**config.mk**
```make
export PLATFORM = sky130hd
export DESIGN_NAME = sync_de_recover
export DESIGN_NICKNAME = d
export VERILOG_FILES = /design/src/rtl/dr_pkg.sv /design/src/rtl/dr_hcount.sv /design/src/rtl/dr_vcount.sv /design/src/rtl/dr_lock.sv /design/src/rtl/sync_de_recover.sv
export SDC_FILE = /design/constraint.sdc
export NUM_CORES = 1
export LEC_CHECK = 0
export ABC_AREA = 1
export ABC_CLOCK_PERIOD_IN_PS = 2350
export CAP_MARGIN = 10
export CORE_MARGIN = 8
export CORE_UTILIZATION = 25
export DETAILED_ROUTE_END_ITERATION = 10
export MAX_ROUTING_LAYER = met4
export PLACE_DENSITY = 0.49
export SLEW_MARGIN = 30
export SYNTH_ARGS = -nofsm -noshare
export SYNTH_HDL_FRONTEND = slang
export SYNTH_SLANG_ARGS = --single-unit
```
**constraint.sdc**
```tcl
create_clock -name clk_i -period 2.35 [get_ports clk_i]
set_input_delay 0.47 -clock clk_i [delete_from_list [all_inputs] [get_ports clk_i]]
set_output_delay 0.47 -clock clk_i [all_outputs]
set_load 0.03 [all_outputs]
```
**src/rtl/dr_pkg.sv**
```systemverilog
package dr_pkg;

    localparam int COLOR_W = 8;

    typedef struct packed {
        logic [COLOR_W-1:0] red;
        logic [COLOR_W-1:0] green;
        logic [COLOR_W-1:0] blue;
    } pixel_t;

    typedef struct packed {
        pixel_t pix;
        logic   hs;
        logic   vs;
        logic   de;
    } vid_t;

    // true when lo <= val < lo + len
    function automatic logic in_window(input int unsigned val,
                                       input int unsigned lo,
                                       input int unsigned len);
        return (val >= lo) && (val < lo + len);
    endfunction

endpackage

```
**src/rtl/dr_hcount.sv**
```systemverilog
module dr_hcount #(
    parameter int H_SYNC   = 40,
    parameter int H_BACK   = 220,
    parameter int H_ACTIVE = 1280,
    parameter int H_TOTAL  = 1650
) (
    input  logic clk_i,
    input  logic rst_ni,
    input  logic edge_i,
    output logic act_o,
    output logic len_chk_o,
    output logic len_ok_o
);
    localparam int W = $clog2(H_TOTAL + 1) + 1;
    localparam logic [W-1:0] CMAX = '1;

    typedef struct packed {
        logic [W-1:0] cnt;
        logic         seen;
    } hst_t;

    hst_t st_d, st_q;
    logic [W-1:0] cur;

    always_comb begin
        st_d = st_q;
        if (edge_i)
            cur = '0;
        else if (st_q.cnt == CMAX)
            cur = CMAX;
        else
            cur = st_q.cnt + 1'b1;
        st_d.cnt  = cur;
        st_d.seen = st_q.seen | edge_i;
        act_o     = dr_pkg::in_window(32'(cur), 32'(H_SYNC + H_BACK), 32'(H_ACTIVE));
        len_chk_o = edge_i & st_q.seen;
        len_ok_o  = (32'(st_q.cnt) + 32'd1) == 32'(H_TOTAL);
    end

    always_ff @(posedge clk_i) begin
        if (!rst_ni) begin
            st_q.cnt  <= CMAX;
            st_q.seen <= 1'b0;
        end else begin
            st_q <= st_d;
        end
    end

endmodule

```
**src/rtl/dr_vcount.sv**
```systemverilog
module dr_vcount #(
    parameter int V_SYNC   = 5,
    parameter int V_BACK   = 20,
    parameter int V_ACTIVE = 720,
    parameter int V_TOTAL  = 750
) (
    input  logic clk_i,
    input  logic rst_ni,
    input  logic line_evt_i,
    input  logic vs_i,
    output logic act_o,
    output logic frame_evt_o,
    output logic frame_chk_o,
    output logic frame_ok_o
);
    localparam int W = $clog2(V_TOTAL + 1) + 1;
    localparam logic [W-1:0] CMAX = '1;

    typedef struct packed {
        logic [W-1:0] cnt;
        logic         vs_prev;
        logic         seen;
        logic         act;
    } vst_t;

    vst_t st_d, st_q;
    logic [W-1:0] nxt;
    logic         vs_edge;

    always_comb begin
        st_d    = st_q;
        vs_edge = line_evt_i & vs_i & ~st_q.vs_prev;
        if (vs_edge)
            nxt = '0;
        else if (st_q.cnt == CMAX)
            nxt = CMAX;
        else
            nxt = st_q.cnt + 1'b1;
        if (line_evt_i) begin
            st_d.cnt     = nxt;
            st_d.vs_prev = vs_i;
            st_d.seen    = st_q.seen | vs_edge;
            st_d.act     = (st_q.seen | vs_edge) &
                           dr_pkg::in_window(32'(nxt), 32'(V_SYNC + V_BACK), 32'(V_ACTIVE));
        end
        act_o       = st_q.act;
        frame_evt_o = vs_edge;
        frame_chk_o = vs_edge & st_q.seen;
        frame_ok_o  = (32'(st_q.cnt) + 32'd1) == 32'(V_TOTAL);
    end

    always_ff @(posedge clk_i) begin
        if (!rst_ni) begin
            st_q.cnt     <= CMAX;
            st_q.vs_prev <= 1'b0;
            st_q.seen    <= 1'b0;
            st_q.act     <= 1'b0;
        end else begin
            st_q <= st_d;
        end
    end

endmodule

```
**src/rtl/dr_lock.sv**
```systemverilog
module dr_lock #(
    parameter int LOCK_FRAMES = 2
) (
    input  logic clk_i,
    input  logic rst_ni,
    input  logic line_chk_i,
    input  logic line_ok_i,
    input  logic frame_evt_i,
    input  logic frame_chk_i,
    input  logic frame_ok_i,
    output logic err_o
);
    localparam int GW = $clog2(LOCK_FRAMES + 1);

    typedef struct packed {
        logic          err;
        logic          clean;
        logic [GW-1:0] good;
    } lst_t;

    lst_t st_d, st_q;
    logic line_bad;

    always_comb begin
        st_d     = st_q;
        line_bad = line_chk_i & ~line_ok_i;
        if (line_bad) begin
            st_d.err  = 1'b1;
            st_d.good = '0;
        end
        if (frame_evt_i) begin
            if (frame_chk_i) begin
                if (st_q.clean && !line_bad && frame_ok_i) begin
                    if (st_d.err) begin
                        if (st_q.good == GW'(LOCK_FRAMES - 1)) begin
                            st_d.err  = 1'b0;
                            st_d.good = '0;
                        end else begin
                            st_d.good = st_q.good + 1'b1;
                        end
                    end
                end else begin
                    st_d.err  = 1'b1;
                    st_d.good = '0;
                end
            end
            st_d.clean = 1'b1;
        end else if (line_bad) begin
            st_d.clean = 1'b0;
        end
        err_o = st_q.err;
    end

    always_ff @(posedge clk_i) begin
        if (!rst_ni) begin
            st_q.err   <= 1'b1;
            st_q.clean <= 1'b0;
            st_q.good  <= '0;
        end else begin
            st_q <= st_d;
        end
    end

endmodule

```
**src/rtl/sync_de_recover.sv**
```systemverilog
module sync_de_recover #(
    parameter int H_ACTIVE       = 1280,
    parameter int H_FRONT        = 110,
    parameter int H_SYNC         = 40,
    parameter int H_BACK         = 220,
    parameter int V_ACTIVE       = 720,
    parameter int V_FRONT        = 5,
    parameter int V_SYNC         = 5,
    parameter int V_BACK         = 20,
    parameter bit HS_ACTIVE_HIGH = 1'b1,
    parameter bit VS_ACTIVE_HIGH = 1'b1,
    parameter int LOCK_FRAMES    = 2
) (
    input  logic       clk_i,
    input  logic       rst_ni,
    input  logic       hsync_i,
    input  logic       vsync_i,
    input  logic [7:0] red_i,
    input  logic [7:0] green_i,
    input  logic [7:0] blue_i,
    output logic [7:0] red_o,
    output logic [7:0] green_o,
    output logic [7:0] blue_o,
    output logic       hsync_o,
    output logic       vsync_o,
    output logic       de_o,
    output logic       lock_err_o
);
    import dr_pkg::*;

    localparam int H_TOTAL = H_SYNC + H_BACK + H_ACTIVE + H_FRONT;
    localparam int V_TOTAL = V_SYNC + V_BACK + V_ACTIVE + V_FRONT;

    typedef struct packed {
        vid_t s1;
        logic hs_prev;
        vid_t out;
    } top_t;

    top_t st_d, st_q;
    logic hs_n, vs_n, hs_edge;
    logic h_act, len_chk, len_ok;
    logic v_act, frame_evt, frame_chk, frame_ok;
    logic lock_err;

    dr_hcount #(
        .H_SYNC(H_SYNC), .H_BACK(H_BACK), .H_ACTIVE(H_ACTIVE), .H_TOTAL(H_TOTAL)
    ) u_hcount (
        .clk_i(clk_i), .rst_ni(rst_ni), .edge_i(hs_edge),
        .act_o(h_act), .len_chk_o(len_chk), .len_ok_o(len_ok)
    );

    dr_vcount #(
        .V_SYNC(V_SYNC), .V_BACK(V_BACK), .V_ACTIVE(V_ACTIVE), .V_TOTAL(V_TOTAL)
    ) u_vcount (
        .clk_i(clk_i), .rst_ni(rst_ni), .line_evt_i(hs_edge), .vs_i(vs_n),
        .act_o(v_act), .frame_evt_o(frame_evt), .frame_chk_o(frame_chk),
        .frame_ok_o(frame_ok)
    );

    dr_lock #(
        .LOCK_FRAMES(LOCK_FRAMES)
    ) u_lock (
        .clk_i(clk_i), .rst_ni(rst_ni), .line_chk_i(len_chk), .line_ok_i(len_ok),
        .frame_evt_i(frame_evt), .frame_chk_i(frame_chk), .frame_ok_i(frame_ok),
        .err_o(lock_err)
    );

    always_comb begin
        st_d = st_q;
        // normalise to active-high for edge detection
        hs_n    = (st_q.s1.hs == HS_ACTIVE_HIGH);
        vs_n    = (st_q.s1.vs == VS_ACTIVE_HIGH);
        hs_edge = hs_n & ~st_q.hs_prev;

        st_d.s1.pix.red   = red_i;
        st_d.s1.pix.green = green_i;
        st_d.s1.pix.blue  = blue_i;
        st_d.s1.hs        = hsync_i;
        st_d.s1.vs        = vsync_i;
        st_d.s1.de        = 1'b0;
        st_d.hs_prev      = hs_n;

        st_d.out    = st_q.s1;
        st_d.out.de = h_act & v_act & ~lock_err;
    end

    always_ff @(posedge clk_i) begin
        if (!rst_ni) begin
            st_q         <= '0;
            st_q.hs_prev <= 1'b1;
        end else begin
            st_q <= st_d;
        end
    end

    assign red_o      = st_q.out.pix.red;
    assign green_o    = st_q.out.pix.green;
    assign blue_o     = st_q.out.pix.blue;
    assign hsync_o    = st_q.out.hs;
    assign vsync_o    = st_q.out.vs;
    assign de_o       = st_q.out.de;
    assign lock_err_o = lock_err;

endmodule

```
==> results of run 1 <==
-- worst min path at each step --
stage,start,to,slack [ps],cells past startpoint
6_report,st_d[18],green_o[7],410,2
3_3_place_gp,st_d[26],red_o[7],390,2
4_1_cts,st_d[15],green_o[4],410,2
3_5_place_dp,st_d[15],green_o[4],400,2
5_1_grt,st_d[26],red_o[7],430,2
2_1_floorplan,st_d[3],blue_o[0],390,2
-- layout by cell type, fill, tap and decap left out, types with 9 or more instances in the layout --
master                            instances
sky130_fd_sc_hd__a21oi_1                 17
sky130_fd_sc_hd__clkbuf_16                9
sky130_fd_sc_hd__nand4_1                  9
sky130_fd_sc_hd__nand3_1                 30
sky130_fd_sc_hd__dfxtp_1                 85
sky130_fd_sc_hd__clkdlybuf4s50_1         54
sky130_fd_sc_hd__inv_1                   93
sky130_fd_sc_hd__nor2_1                  38
sky130_fd_sc_hd__nand2_1                162
sky130_fd_sc_hd__o21ai_0                 20
-- per-layer routing --
layer	track usage [%]	wire (µm)	up-vias	part of all wire [%]
met5	-	0	-	0
met4	3.621	168	0	2.0
met3	2.407	256	16	3.1
met2	15.32	4019	44	49
met1	10.49	3768	1356	46
li1	-	-	1628	-
-- cell usage after synthesis (4+ instances only) --
| cell type | instances | area share (%) |
|---|---|---|
| sky130_fd_sc_hd__a21oi_1 | 17 | 2.3 |
| sky130_fd_sc_hd__buf_1 | 4 | 0.41 |
| sky130_fd_sc_hd__buf_4 | 24 | 4.9 |
| sky130_fd_sc_hd__clkbuf_1 | 6 | 0.61 |
| sky130_fd_sc_hd__dfxtp_1 | 85 | 46 |
| sky130_fd_sc_hd__ha_1 | 4 | 1.4 |
| sky130_fd_sc_hd__inv_1 | 93 | 9.5 |
| sky130_fd_sc_hd__nand2_1 | 162 | 17 |
| sky130_fd_sc_hd__nand3_1 | 30 | 4.1 |
| sky130_fd_sc_hd__nand4_1 | 9 | 1.5 |
| sky130_fd_sc_hd__nor2_1 | 38 | 3.9 |
| sky130_fd_sc_hd__o21ai_0 | 20 | 2.7 |
-- per-stage QoR --
step                      hold WS [ps]  std cells  worst slack [ps]  utilization [%]  area [µm²]
after global routing             432.4        745             30.34            31.99        4614
final                            410.0        745             318.9            31.99        4614
after CTS                        411.2        745             335.2            31.99        4614
after floorplan                  390.5        521             620.3                -        3674
after detailed placement         396.2        729             348.8            29.51        4257
after global placement           392.2        729             379.3            29.51        4257
-- area by class of cell --
type | count | area, µm² | area share [%]
clock inverter | 6 | 118.9 | 2.576
sequential | 85 | 1702 | 36.88
tap | 184 | 230.2 | 4.989
clock buffer | 10 | 239.0 | 5.179
timing repair buffer | 59 | 575.6 | 12.47
inverter | 95 | 356.6 | 7.728
multi-input combinational | 306 | 1393 | 30.18
-- worst register-to-register path, cell delays in order, from the launching register on --
cell,delay [ps]
sky130_fd_sc_hd__dfxtp_1,440
sky130_fd_sc_hd__ha_1,290
sky130_fd_sc_hd__nand2_1,100
sky130_fd_sc_hd__nor2_2,170
sky130_fd_sc_hd__nand3_2,210
sky130_fd_sc_hd__nand3_1,170
sky130_fd_sc_hd__nand2_1,80
sky130_fd_sc_hd__nor2_1,120
sky130_fd_sc_hd__nand3_1,90
sky130_fd_sc_hd__nand2_1,70
sky130_fd_sc_hd__nand2_1,50
sky130_fd_sc_hd__nand2_1,60
sky130_fd_sc_hd__a21oi_1,50
-- cells by family after synthesis --
logic type	after synthesis	share of synthesized area [%]
AO/OA/AOI/OAI	45	6.812
flip-flops	85	46.32
XOR/XNOR	2	0.4769
AND/OR/NAND/NOR	255	29.26
adder cells (fa/ha/maj)	4	1.362
buffers and inverters	130	15.77
-- sequential cells by signal, indices dropped and copies added (netlist names), 3 cells and up --
register / count
st_d: 24
u_hcount.st_q: 13
u_vcount.st_q: 13
blue_o: 8
green_o: 8
red_o: 8
u_lock.st_q: 3
-- report_power, final --
part / leakage [nW] / switching, W / total (W) / internal, W
clock network: 0.175 / 0.000578 / 0.00166 / 0.00108
registers: 0.701 / 0.000137 / 0.00173 / 0.00160
logic: 1.64 / 0.000921 / 0.00143 / 0.000513
==> results.txt, run 1 <==
initial detailed-routing violation count -> 159
Clock Skew -> 5.774 ps
Final Hold Viols -> 0
Post-CTS Repair Setup Buffers -> 0
Crit. End Element -> flip-flop
run status -> completed
worst path buffer plus inverter count -> 0
Cell variety after synth -> 30
path category of the worst min-delay check -> flip-flop to flip-flop
ordered list of cells on the worst path -> ha_1, nand2_1, nor2_2, nand3_2, nand3_1, nand2_1, nor2_1, nand3_1, nand2_1, nand2_1, nand2_1, a21oi_1
critical path depth in cells -> 12
quantity of I/O buffers inserted on ports -> 55
count of max-cap constraint violations -> 0
initial core utilization -> 25.47%
wire length of the first global-routing pass -> 13,480 µm
FF-to-FF End -> u_vcount.act_o
wire length per cell -> 11.02 µm
final-stage net count -> 588
count of cells resized by post-cts repair -> 0
Die Span X -> 137.2 µm
hold_buf cts -> 0
fillers -> 1,560
Site Rows -> 44
yosys warns -> 0
synthesized netlist net count -> 553
via count of the first global-routing pass -> 2,907
Area Overhead vs Synth -> 25.61%
buffer cell driving the clock tree root -> sky130_fd_sc_hd__clkbuf_16
number of enable flip-flop cells after synthesis -> 0
logic depth of the worst register-to-register path -> 12
r2r setup slk -> 320 ps
dpl hpwl -> 6235 µm
setup TNS -> 0 ps
total wirelength of the detailed-routed design -> 8212 µm
Worst-Skew Late Latency -> 330 ps
Floorplan Core Area -> 14,420 µm²
worst-case clock buffer depth -> 2
unrepaired setup endpoints after global routing -> no
overall power -> 0.004823 W
post-synth design cell area -> 3674 µm²
asr flop ratio synth -> 0%
total power per unit cell area -> 1045 nW/µm²
Antenna Violating Nets Remaining -> 0
most repeated library cell on the critical path -> sky130_fd_sc_hd__nand2_1
GRT Residual Overflow -> 0
Most used DFF post-synth -> sky130_fd_sc_hd__dfxtp_1
sequential fraction of the synthesis area -> 46.32%
worst vdd ir -> 0.0003516 V
Final setup viols -> 0
number of buffers created by CTS -> 9
FMAX -> 492.3 MHz
Die Outline Area -> 18,830 µm²
CTS sink count -> 85
peak fanout along the critical path -> 8
Vias per Instance -> 4.086
pin count of the biggest net entering global routing -> 49
Inserted Diodes -> 0
kind of cell adding the most delay to the critical path -> simple AND/OR/NAND/NOR gates
Die Y -> 137.2 µm
kind of start point of the critical path -> flip-flop
share of layout cells above drive strength 1 -> 6.061%
Worst Path Required -> 2550 ps
endpoint of the worst setup timing path -> u_vcount.act_o
Global Route Usage Sum -> 9.247%
routability congestion estimate from global placement -> 0.9134
final critical-path required period -> 2031 ps
deepest level of the CTS H-tree -> 3
clock tree from TritonCTS -> built
via total after detailed routing -> 3,044
type of the setup path with the least slack -> flip-flop to flip-flop
actual transition at the worst max-transition pin -> 543.3 ps
I/O pin count -> 56
first-pass iteration count of the detailed router -> 4
origin of the worst setup path -> u_vcount.st_q[3]
Mean Syn Cell Area -> 7.051 µm²
Max stage delay on crit path -> 440 ps
Period Utilization, post-route -> 86.43%
Final Max Tran Viols -> 0
flip-flop and latch count after synthesis -> 85
total leakage power -> 2.512 nW
clock-pin transition on the worst setup and hold timing paths -> 60 ps
antenna violations before repair -> 0
data arrival time at the worst-slack endpoint -> 2230 ps
Cells after Synth -> 521
reg-to-reg critical path startpoint -> u_vcount.st_q[3]
standard cell with the maximum stage delay on the critical path -> sky130_fd_sc_hd__dfxtp_1
DRC viols -> 0
worst max-slew margin expressed relative to the limit -> 63.74%
No activity file was read; power rests on OpenSTA's default activity.
==> run 2, diff against run 1 <==
REMOVE_ABC_BUFFERS = 1   (was default)
==> run 2 against run 1 <==
Compared with the run above:
- critical path depth down 1
- largest cell class unchanged
- non-clock buffer count shrank 1
- total power is 2.0% lower
- fmax rose by 1.2%
- routed wire length decreased by 4.6%
- cell count is 0.13% lower
==> results.txt, run 2 (same netlist as run 1, synthesis figures left out) <==
quantity of I/O buffers inserted on ports -> 55
clock-pin transition on the worst setup and hold timing paths -> 60 ps
Max stage delay on crit path -> 440 ps
Final Hold Viols -> 0
share of layout cells above drive strength 1 -> 5.893%
via total after detailed routing -> 3,019
standard cell with the maximum stage delay on the critical path -> sky130_fd_sc_hd__dfxtp_1
Int Pwr -> 0.003059 W
CTS sink count -> 85
most repeated library cell on the critical path -> sky130_fd_sc_hd__nand2_1
Period Utilization, post-route -> 85.42%
Worst-Skew Late Latency -> 340 ps
path category of the worst min-delay check -> flip-flop to flip-flop
ordered list of cells on the worst path -> ha_1, nand2_1, nor2_2, nand2_1, nand2_1, nand4_1, nor3_1, nand3_1, nand2_1, nand2_1, nor2_1
deepest level of the CTS H-tree -> 3
leading cell type in the layout, fill and taps excluded -> sky130_fd_sc_hd__nand2_1
hold_buf cts -> 0
routability congestion estimate from global placement -> 0.9011
Die Y -> 137.2 µm
share of power burned in combinational logic -> 30.2%
Inserted Diodes -> 0
final worst-path setup slack -> 342.5 ps
Vias per Instance -> 4.058
FMAX -> 498.1 MHz
post-place setup slack -> 352.0 ps
switching power summed over all nets -> 0.001666 W
Die Span X -> 137.2 µm
Worst Path Required -> 2630 ps
clock tree from TritonCTS -> built
Worst Hold Depth -> 2
Global Route Usage Sum -> 9.167%
first-pass iteration count of the detailed router -> 5
buffer cell driving the clock tree root -> sky130_fd_sc_hd__clkbuf_16
worst max-slew margin expressed relative to the limit -> 65.94%
dpl hpwl -> 5753 µm
actual transition at the worst max-transition pin -> 510.3 ps
initial detailed-routing violation count -> 159
worst-case clock buffer depth -> 2
pin count of the biggest net entering global routing -> 68
worst vdd ir -> 0.0003706 V
Post-CTS Repair Setup Buffers -> 0
I/O pin count -> 56
Clock Skew -> 3.649 ps
Area Overhead vs Synth -> 25.00%
logic depth of the worst register-to-register path -> 11
r2r setup slk -> 340 ps
antenna violations before repair -> 0
Switching Share -> 35.26%
DRC viols -> 0
data arrival time at the worst-slack endpoint -> 2290 ps
peak fanout along the critical path -> 7
count of cells resized by post-cts repair -> 0
top library cells by usage in the layout, fill and taps aside -> sky130_fd_sc_hd__nand2_1, sky130_fd_sc_hd__inv_1, sky130_fd_sc_hd__dfxtp_1
unrepaired setup endpoints after global routing -> no
final-stage net count -> 587
Site Rows -> 44
Clock Power Share -> 33.2%
total leakage power -> 2.501 nW
Crit. End Element -> flip-flop
Final setup viols -> 0
count of max-cap constraint violations -> 0
Final Max Tran Viols -> 0
sequential cell fraction of total power -> 36.6%
Floorplan Core Area -> 14,420 µm²
flip-flop count of the largest register, all copies and words added -> 24
setup TNS -> 0 ps
via count of the first global-routing pass -> 2,936
run status -> completed
type of the setup path with the least slack -> flip-flop to flip-flop
total wirelength of the detailed-routed design -> 7835 µm
number of buffers created by CTS -> 9
Antenna Violating Nets Remaining -> 0
GRT Residual Overflow -> 0
wire length of the first global-routing pass -> 13,570 µm
kind of start point of the critical path -> flip-flop
total power per unit cell area -> 1029 nW/µm²
initial core utilization -> 25.47%
final critical-path required period -> 2007 ps
Die Outline Area -> 18,830 µm²
wire length per cell -> 10.53 µm
-- run 2: changes by cell type in the layout (fill, tap and decap cells not counted) --
| cell | change |
|---|---|
| sky130_fd_sc_hd__clkinv_2 | +1 |
| sky130_fd_sc_hd__buf_12 | +1 |
| sky130_fd_sc_hd__buf_4 | -2 |
| sky130_fd_sc_hd__inv_6 | +1 |
| sky130_fd_sc_hd__inv_8 | +1 |
| sky130_fd_sc_hd__clkbuf_8 | -1 |
| sky130_fd_sc_hd__clkinv_4 | -1 |
| sky130_fd_sc_hd__bufinv_16 | -1 |
-- run 2: cell type report --
class	instances	area, µm²
clock buffers	9	225.2
repair buffers	58	580.6
well taps	184	230.2
flip-flops and latches	85	1702
inverters	95	356.6
fillers	1569	9832
multi-input cells	306	1393
clock inverters	7	105.1
-- run 2: worst max-delay path, delay by kind of cell (launching register included) --
kind | cells | cell delay, ps
simple gates | 10 | 1200
flops | 1 | 440
fa+ha+maj | 1 | 300
-- run 2: power by group through the flow --
stage / clock (W) / combinational (W) / sequential (W)
2_1_floorplan: 0 / 0.00105 / 0.00176
3_3_place_gp: 0 / 0.00143 / 0.00176
3_5_place_dp: 0 / 0.00142 / 0.00176
4_1_cts: 0.00161 / 0.00143 / 0.00173
5_1_grt: 0.00168 / 0.00166 / 0.00175
6_report: 0.00157 / 0.00143 / 0.00173
-- run 2: stage by stage --
stage / util [%] / total power, W / std cells / cell area, µm² / hold slack [ps]
floorplan: - / 0.002817 / 486 / 3451 / 390.0
global placement: 29.55 / 0.003190 / 728 / 4262 / 392.0
detailed placement: 29.55 / 0.003187 / 728 / 4262 / 396.1
CTS: 31.84 / 0.004773 / 744 / 4592 / 411.0
global route: 31.84 / 0.005089 / 744 / 4592 / 437.1
finish: 31.84 / 0.004724 / 744 / 4592 / 411.3
-- run 2: worst paths after layout --
path	to	from
setup / recovery	u_lock.st_q[0]	u_vcount.st_q[3]
hold / removal	blue_o[1]	st_d[4]
hold reg to reg	blue_o[1]	st_d[4]
setup reg to reg	u_lock.st_q[0]	u_vcount.st_q[3]
-- run 2: metal layers --
metal,share of wire [%],GRT usage [%],wire [µm],vias to the layer above
li1,-,-,-,1623
met1,47,10.88,3702,1319
met2,43,13.55,3406,65
met3,7.8,3.793,611,12
met4,1.5,3.561,114,0
met5,0,-,0,-
